`src/rtl/dpl_pkg.sv`:
```
package dpl_pkg;

    typedef enum logic [1:0] {
        PH_IDLE = 2'd0,
        PH_PREP = 2'd1,
        PH_LIVE = 2'd2
    } phase_e;

endpackage

```
`src/rtl/dpl_phase_fsm.sv`:
```
module dpl_phase_fsm
    import dpl_pkg::*;
#(
    parameter int LINE_W = 9
) (
    input  logic              clk,
    input  logic              rst_n,
    input  logic              line_adv,
    input  logic [LINE_W-1:0] line_num,
    input  logic [LINE_W-1:0] inactive_start,
    input  logic              mode4_sel,
    input  logic              mode5_sel,
    input  logic              mode_wr,
    output phase_e            phase,
    output logic              adv_live
);

    localparam logic [LINE_W-1:0] LAST_LINE  = {LINE_W{1'b1}};
    localparam logic [LINE_W-1:0] FIRST_LINE = '0;

    phase_e phase_q;
    phase_e promoted;
    phase_e after_line;
    phase_e phase_d;
    logic   mode_valid;
    logic   arm_hit;
    logic   below_start;

    assign mode_valid  = mode4_sel | mode5_sel;
    assign below_start = (line_num < inactive_start);

    // First active line: mode 5 wins; neither mode arms nothing
    always_comb begin
        if (mode5_sel) begin
            arm_hit = (line_num == LAST_LINE);
        end else if (mode4_sel) begin
            arm_hit = (line_num == FIRST_LINE);
        end else begin
            arm_hit = 1'b0;
        end
    end

    // PROMOTE happens before anything else on a line advance
    always_comb begin
        promoted = phase_q;
        if (line_adv && phase_q == PH_PREP) begin
            promoted = PH_LIVE;
        end
    end

    assign adv_live = (promoted == PH_LIVE);

    // Line-advance transitions (RETIRE / ARM)
    always_comb begin
        after_line = phase_q;
        if (line_adv) begin
            unique case (promoted)
                PH_IDLE: after_line = arm_hit ? PH_PREP : PH_IDLE;
                PH_PREP: after_line = PH_LIVE;
                PH_LIVE: after_line = (line_num == inactive_start) ? PH_IDLE : PH_LIVE;
                default: after_line = PH_IDLE;
            endcase
        end
    end

    // Mode-write transitions (KILL / RESUME), applied after the line advance
    always_comb begin
        phase_d = after_line;
        if (mode_wr) begin
            if (!mode_valid) begin
                phase_d = PH_IDLE;
            end else begin
                unique case (after_line)
                    PH_IDLE: begin
                        if (below_start) begin
                            phase_d = PH_LIVE;
                        end else if (mode5_sel && line_num == LAST_LINE) begin
                            phase_d = PH_PREP;
                        end else begin
                            phase_d = PH_IDLE;
                        end
                    end
                    PH_PREP: phase_d = PH_PREP;
                    PH_LIVE: phase_d = PH_LIVE;
                    default: phase_d = PH_IDLE;
                endcase
            end
        end
    end

    // State register
    always_ff @(posedge clk) begin
        if (!rst_n) begin
            phase_q <= PH_IDLE;
        end else begin
            phase_q <= phase_d;
        end
    end

    assign phase = phase_q;

    assert_phase_legal_R2: assert property (@(posedge clk) disable iff (!rst_n)
        phase_q != 2'd3);

    assert_prep_promote_R3: assert property (@(posedge clk) disable iff (!rst_n)
        (phase_q == PH_PREP && line_adv && !mode_wr && line_num != inactive_start)
        |=> phase_q == PH_LIVE);

    assert_idle_hold_R5: assert property (@(posedge clk) disable iff (!rst_n)
        (phase_q == PH_IDLE && !line_adv && !mode_wr) |=> phase_q == PH_IDLE);

    assert_kill_R6: assert property (@(posedge clk) disable iff (!rst_n)
        (mode_wr && !mode4_sel && !mode5_sel) |=> phase_q == PH_IDLE);

endmodule

```
`src/rtl/dpl_line_irq.sv`:
```
module dpl_line_irq #(
    parameter int CNT_W = 8
) (
    input  logic             clk,
    input  logic             rst_n,
    input  logic             line_adv,
    input  logic             adv_live,
    input  logic [CNT_W-1:0] irq_reload,
    input  logic             irq_ack,
    output logic             irq_pending
);

    localparam logic [CNT_W-1:0] CNT_ZERO = '0;
    localparam logic [CNT_W-1:0] CNT_ONE  = {{(CNT_W-1){1'b0}}, 1'b1};

    logic [CNT_W-1:0] cnt_q;
    logic [CNT_W-1:0] cnt_d;
    logic             raise;
    logic             pend_q;

    always_comb begin
        cnt_d = cnt_q;
        raise = 1'b0;
        if (line_adv) begin
            if (!adv_live) begin
                cnt_d = irq_reload;
            end else if (cnt_q != CNT_ZERO) begin
                cnt_d = cnt_q - CNT_ONE;
            end else begin
                raise = 1'b1;
                cnt_d = irq_reload;
            end
        end
    end

    always_ff @(posedge clk) begin
        if (!rst_n) begin
            cnt_q  <= CNT_ZERO;
            pend_q <= 1'b0;
        end else begin
            cnt_q <= cnt_d;
            if (raise) begin
                pend_q <= 1'b1;
            end else if (irq_ack) begin
                pend_q <= 1'b0;
            end
        end
    end

    assign irq_pending = pend_q;

    assert_idle_reload_R9: assert property (@(posedge clk) disable iff (!rst_n)
        (line_adv && !adv_live) |=> cnt_q == $past(irq_reload));

    assert_zero_raise_R10: assert property (@(posedge clk) disable iff (!rst_n)
        (line_adv && adv_live && cnt_q == CNT_ZERO) |=> irq_pending);

    assert_ack_clear_R11: assert property (@(posedge clk) disable iff (!rst_n)
        (irq_ack && !line_adv) |=> !irq_pending);

    assert_pend_hold_R11: assert property (@(posedge clk) disable iff (!rst_n)
        (irq_pending && !irq_ack) |=> irq_pending);

endmodule

```
`src/rtl/dpl_status.sv`:
```
module dpl_status
    import dpl_pkg::*;
(
    input  phase_e phase,
    input  logic   disp_en,
    output logic   disp_active,
    output logic   vblank
);

    always_comb begin
        unique case (phase)
            PH_IDLE: disp_active = 1'b0;
            PH_PREP: disp_active = disp_en;
            PH_LIVE: disp_active = disp_en;
            default: disp_active = 1'b0;
        endcase
        vblank = ~disp_active;
    end

endmodule

```
`src/rtl/dpl_phase_ctrl.sv`:
```
module dpl_phase_ctrl
    import dpl_pkg::*;
#(
    parameter int LINE_W = 9,
    parameter int CNT_W  = 8
) (
    input  logic              clk,
    input  logic              rst_n,
    input  logic              line_adv,
    input  logic [LINE_W-1:0] line_num,
    input  logic [LINE_W-1:0] inactive_start,
    input  logic              mode4_sel,
    input  logic              mode5_sel,
    input  logic              disp_en,
    input  logic [CNT_W-1:0]  irq_reload,
    input  logic              mode_wr,
    input  logic              irq_ack,
    output logic [1:0]        phase,
    output logic              disp_active,
    output logic              vblank,
    output logic              irq_pending
);

    phase_e phase_s;
    logic   adv_live_s;

    dpl_phase_fsm #(.LINE_W(LINE_W)) u_fsm (
        .clk            (clk),
        .rst_n          (rst_n),
        .line_adv       (line_adv),
        .line_num       (line_num),
        .inactive_start (inactive_start),
        .mode4_sel      (mode4_sel),
        .mode5_sel      (mode5_sel),
        .mode_wr        (mode_wr),
        .phase          (phase_s),
        .adv_live       (adv_live_s)
    );

    dpl_line_irq #(.CNT_W(CNT_W)) u_irq (
        .clk         (clk),
        .rst_n       (rst_n),
        .line_adv    (line_adv),
        .adv_live    (adv_live_s),
        .irq_reload  (irq_reload),
        .irq_ack     (irq_ack),
        .irq_pending (irq_pending)
    );

    dpl_status u_status (
        .phase       (phase_s),
        .disp_en     (disp_en),
        .disp_active (disp_active),
        .vblank      (vblank)
    );

    assign phase = phase_s;

    assert_idle_blank_R8: assert property (@(posedge clk) disable iff (!rst_n)
        (phase_s == PH_IDLE) |-> vblank);

endmodule

```
`config.mk`:
```
export PLATFORM = sky130hd
export DESIGN_NAME = dpl_phase_ctrl
export DESIGN_NICKNAME = d
export VERILOG_FILES = /design/src/rtl/dpl_pkg.sv /design/src/rtl/dpl_phase_fsm.sv /design/src/rtl/dpl_line_irq.sv /design/src/rtl/dpl_status.sv /design/src/rtl/dpl_phase_ctrl.sv
export SDC_FILE = /design/constraint.sdc
export NUM_CORES = 1
export LEC_CHECK = 0
export ABC_AREA = 1
export BUFFER_PORTS_ARGS = -buffer_cell sky130_fd_sc_hd__clkbuf_2
export CAP_MARGIN = 20
export CORE_MARGIN = 2
export CORE_UTILIZATION = 45
export CTS_CLUSTER_DIAMETER = 150
export DETAILED_ROUTE_END_ITERATION = 8
export PLACE_DENSITY = 0.73
export SYNTH_ARGS = -nofsm -noshare
export SYNTH_HDL_FRONTEND = slang
export SYNTH_SLANG_ARGS = --single-unit
```
`constraint.sdc`:
```
create_clock -name clk -period 2.9 [get_ports clk]
set_clock_uncertainty 0.15 [all_clocks]
set_input_delay 0.435 -clock clk [delete_from_list [all_inputs] [get_ports clk]]
set_output_delay 0.435 -clock clk [all_outputs]
set_load 0.03 [all_outputs]
```
### Word-level counts from Yosys, hierarchy flattened

Index checks and enable logic that the tools add are counted.

| storage, ports and cells | value |
|---|---|
| output and inout port bits | 5 |
| memory bits (writable) | 0 |
| ROM bits | 0 |
| memories kept | 0 |
| input bits | 34 |
| logic and storage cells | 43 |
| latch bits | 0 |
| register bits after elaboration | 11 |

| operators by class | value |
|---|---|
| $lt $le $gt $ge | 1 |
| shifts and indexed selects | 0 |
| multipliers | 0 |
| divide/modulo/power cells | 0 |
| reduce and logical (&&, ||, !) cells | 8 |
| $add $sub $neg | 1 |
| muxes and demuxes | 20 |
| bitwise gates (word level) | 2 |
| equal/unequal tests | 8 |

Operators by type and width:

| cell | number |
|---|---|
| 8-bit 2-to-1 mux | 2 |
| 2-bit 2-to-1 mux | 6 |
| 2-bit one-hot mux with 3 select lines | 2 |
| 1-bit 2-to-1 mux | 10 |
| 9-bit == test | 1 |
| 9-bit == test (second input constant) | 1 |
| 9-bit logical NOT | 1 |
| 9-bit < comparator | 1 |
| 8-bit nonzero test | 1 |
| 8-bit by 1-bit subtractor with 8-bit output (second input constant) | 1 |
| 2-bit by 1-bit == test with 1-bit output (second input constant) | 3 |
| 2-bit == test (second input constant) | 3 |
| 2-bit logical NOT | 2 |
| 1-bit logical AND | 2 |
| 2-bit nonzero test | 1 |
| 2-bit OR reduction | 1 |
| 1-bit inverter | 1 |
| 1-bit OR | 1 |

### Longest topological paths before layout

| depth | value |
|---|---|
| depth in word-level cells | 10 |
| mapped depth | 12 |
| mapped depth without buffers | 12 |

### Modules after synthesis

Synthesis repeated with hierarchy kept, for this count alone.

| second synthesis, totals | value |
|---|---|
| cells, all modules | 191 |
| area total of the unflattened synthesis | 1143.6 um2 |

By module, submodules not included:

| module | area each (um2) | times used | sequential area each (um2) | cells an instance |
|---|---|---|---|---|
| dpl_line_irq | 610.6 | 1 | 180.2 | 98 |
| dpl_phase_fsm | 499.2 | 1 | 40.0 | 85 |
| dpl_status | 33.8 | 1 | 0.0 | 8 |

### Least setup slack after synthesis

OpenSTA, ideal clock, no wires.

| path | value |
|---|---|
| path type | flip-flop to output port |
| start | register u_fsm.phase_q[0] (netlist: u_fsm.phase[0]) |
| end | output port disp_active |
| data required time | 2315 ps |
| arrival time | 1399 ps |
| setup slack | 916 ps |
| cell stages (with the launch flop) | 5 |
| path buffers | 0 |
| path through | dfxtp_1 -> inv_1 -> ha_1 -> nand2_1 -> inv_1 |

| between the ends | value |
|---|---|
| cells in the longest elaborated chain, start to end | 3 |
| elaborated cells between the ends (all ways) | 4 |
| those cells by class | 2 x eq/ne; 1 x mux; 1 x reduce/logical |

Ends and longest elaborated chain:

| item | RTL line | text |
|---|---|---|
| start, declared | dpl_phase_fsm.sv:21 | `phase_e phase_q;` |
| start signal, assigned | dpl_phase_fsm.sv:96 | `phase_q <= phase_d;` |
| 2-bit by 1-bit == test with 1-bit output / 2-bit == test (equally long branches) | dpl_status.sv:11 | `unique case (phase)` |
| 2-bit OR reduction (no source line) (*) | -- |  |
| 1-bit 2-to-1 mux (*) | dpl_status.sv:11 |  |
| end, declared | dpl_phase_ctrl.sv:19 | `output logic disp_active,` |

Mark *: on every way between the ends. The rest lies on a longest branch, timed or not.

### Worst setup path after layout

Same ends and word-level chain as after synthesis.

==> summary.txt <==
Status
  – Status: finished, final reports clean

Clock network
  – Setup bufs post-CTS: 0
  – Clock Tree Root: clkbuf_4
  – Worst skew pair latency: 0.27 ns
  – CTS clock-pin slew for the worst setup and hold paths: 0.08 ns
  – CTS tree: yes
  – Clock sink count: 11
  – Num CTS Buffers: 3
  – Post-CTS Resized: 0
  – CTS Hold Buffers Added: 0
  – CTS max path bufs: 2
  – Max H-tree Level: 1

Synth
  – Number of synthesis warnings: 0
  – Post-synthesis register bit count: 11
  – Synth Instances: 187
  – Top cells by area, synth: dfxtp_1 20%, nand2_1 17%, ha_1 15%
  – Leading area contributor after synthesis: dfxtp_1
  – Number of distinct library cells after synthesis: 25
  – Post-synth EDFFs: 0
  – Largest family of logic cells by synthesized area: simple AND/OR/NAND/NOR gates
  – Mapped Nets: 234
  – Simple-Gate Fraction of Synth Area: 35.83%
  – Compound-Gate Fraction of Synth Area: 14.67%
  – Seq/Total Area, Yosys: 19.71%
  – Mux share of post-synthesis cell area: 0%
  – Post-synth ARST share: 0%
  – Yosys top cell area share: 19.71%
  – Mapped Area: 1117 µm²
  – Synth Area per Inst: 5.975 µm²
  – Synth Area in Adders: 14.56%
  – Top FF cell, synth: dfxtp_1
  – Xor and xnor area share after synthesis: 1.568%

Critical path
  – Number of buffers and inverters on the critical path: 3
  – Max stage delay on crit path: 0.43 ns
  – Critical-path top delay cell: dfxtp_1
  – Reg2reg end: u_irq.cnt_q[2]$_SDFFE_PN0P_
  – Crit path DAT: 1.35 ns
  – Crit path top cell by count: inv_1
  – Crit path max-delay family: flip-flops
  – R2r setup slk: 1.24 ns
  – CP cell instances: inv_1 -> ha_1 -> nand2_1 -> inv_1 -> clkbuf_2
  – CP max FO: 5
  – Setup Crit Path Kind: flop to output port
  – Req. time, crit path: 2.32 ns
  – Reg-to-reg critical path startpoint: u_irq.cnt_q[0]$_SDFFE_PN0P_
  – Cells on worst reg2reg path: 11
  – Setup crit start kind: flop
  – Crit end category: output port

Route
  – Vias per cell: 4.746
  – Final wirelength: 2360 µm
  – # DRC: 0
  – Initial drt markers: 28
  – Per-cell routed wire length: 9.219 µm
  – Via count: 1215
  – Detailed Routing Iterations Pass 1: 5
  – Post-route ant nets: 0

Global routing
  – Antenna violations before repair: 0
  – Met1 GRT Util: 24.79%
  – GRT Residual Overflow: 0
  – Largest net degree at the start of global routing: 15
  – Grt met2 use: 27.64%
  – Met3 usage: 5.278%
  – Vias in the first global route: 960
  – First-pass GRT wire length: 3850 µm
  – Busiest grt layer: met2
  – Gr usage total: 18.01%

Cells and area
  – Layout area overhead: 20.83%
  – Final instance area: 1350 µm²
  – Fin cells: 256
  – Most frequent cells in the layout: 52 x nand2_1, 38 x clkbuf_2, 33 x inv_1, 23 x nor2_1
  – N_diodes: 0
  – Final Util: 56.02%
  – Fill count: 244
  – Final net count: 274
  – Commonest non-fill, non-tap cell in the layout: nand2_1
  – Share of layout cells above drive strength 1: 22.57%

Timing
  – Fin crit period: 1.936 ns
  – Worst Setup Slack, final: 0.9640 ns
  – Hold Violations, Final: 0
  – Max-slew violation count: 0
  – Slew HR: 75.36%
  – Fin crit share: 66.76%
  – TNS Setup: 0 ns
  – Max frequency: 516.5 MHz
  – Worst slew pin tran: 0.3693 ns
  – Setup Viol. Count Final: 0
  – RSZ-0062 raised after global routing: no

Floorplanning
  – Row count: 18
  – I/O pins: 39
  – Starting Density: 46.37%
  – Die area: 2898 µm²
  – Die height: 53.83 µm
  – Core ar.: 2410 µm²
  – Chip Width: 53.83 µm

Placement
  – I/O Buffers: 38
  – Dpl ws: 1.153 ns
  – GPL Wtd Cong: 0.7802
  – Area post-placement: 1324 µm²
  – Placed Cells: 252
  – DP Wirelength: 1915 µm

Power
  – Sequential Power Share: 37.7%
  – Leakage: 0.7860 nW
  – Clock power share: 23.9%
  – Reported net switching power: 173.3 µW
  – Combinational Power Share: 38.4%
  – VDD IR-drop max: 0.2736 mV
  – Cell Pwr Density: 342.3 nW/µm²
  – Cell-internal power: 288.9 µW
  – Sw Ratio: 37.50%

Hold path
  – Hold path cells: 3
  – Min-delay worst type: input pin to flop
  – Hold endpoint: u_irq.cnt_q[1]$_SDFFE_PN0P_
  – Min-delay src: irq_reload[1]

Job
  – Max-Cap Viols: 0
[worst register-to-register path, stage by stage (launching register included)]
cell and delay [ns]:
dfxtp_1 0.33, inv_1 0.10, ha_1 0.15, inv_1 0.05, nor3_2 0.16, nand2_2 0.09
nand2_4 0.16, inv_2 0.10, nor2_1 0.10, nor2_1 0.04, nand2_1 0.07, a21oi_1 0.05
[flip-flops by register name, indices dropped and copies added (netlist names)]
register / cells
u_fsm.phase: 2
u_irq.cnt_q: 8
u_irq.irq_pending: 1
[power groups by stage]
stage / Clock [mW] / Combinational [mW] / Sequential (mW)
floorplan: 0 / 0.128 / 0.178
global placement: 0 / 0.176 / 0.178
detailed placement: 0 / 0.177 / 0.177
CTS: 0.115 / 0.179 / 0.174
global route: 0.117 / 0.205 / 0.176
finish: 0.110 / 0.178 / 0.174
[kinds of logic after synthesis]
family,after synthesis
buffers and inverters,38
adder cells (fa/ha/maj),13
AND/OR/NAND/NOR,93
XOR/XNOR,2
AO/OA/AOI/OAI,30
flip-flops,11
[per-layer routing]
layer | part of all wire (%) | vias to the layer above
met5 | 0 | -
met4 | 0.42 | 0
met3 | 7.0 | 2
met2 | 43 | 32
met1 | 49 | 519
li1 | - | 662
[area by class of cell]
cell class	count	area [µm²]	share of cell area (%)
Multi-Input combinational cell	138	744.5	55.14
Sequential cell	11	220.2	16.31
Timing Repair Buffer	38	190.2	14.09
Inverter	35	131.4	9.731
Tap cell	30	37.54	2.780
Clock buffer	4	26.28	1.946
[cell usage after synthesis (2+ instances only)]
cell type and instances:
inv_2 2, nand3_1 6, nor3b_1 2, dfxtp_1 11, buf_2 2, nor2_1 23, nand3b_1 3, nand2_2 2
nand2_1 52, ha_1 13, a21oi_1 13, o21ai_1 5, a21oi_2 2, o21ai_0 8, inv_1 33
[worst max path at each step]
stage	start	end	slack [ns]	cells after the start
2_1_floorplan	u_fsm.phase[0]$_SDFF_PN0_	disp_active	0.92	4
4_1_cts	u_fsm.phase[0]$_SDFF_PN0_	disp_active	0.95	5
3_5_place_dp	line_num[4]	u_fsm.phase[1]$_SDFF_PN0_	1.15	11
5_1_grt	u_fsm.phase[0]$_SDFF_PN0_	disp_active	0.86	5
6_report	u_fsm.phase[0]$_SDFF_PN0_	disp_active	0.96	5
3_3_place_gp	line_num[4]	u_fsm.phase[1]$_SDFF_PN0_	1.19	11
[stage by stage]
stage	hold slack, ns	power [mW]
after floorplan	0.3167	0.3068
after global placement	0.3109	0.3540
after detailed placement	0.3128	0.3547
after CTS	0.2410	0.4671
after global routing	0.2585	0.4985
final	0.2469	0.4622
Note: power is estimated with default switching activity, not from simulation.
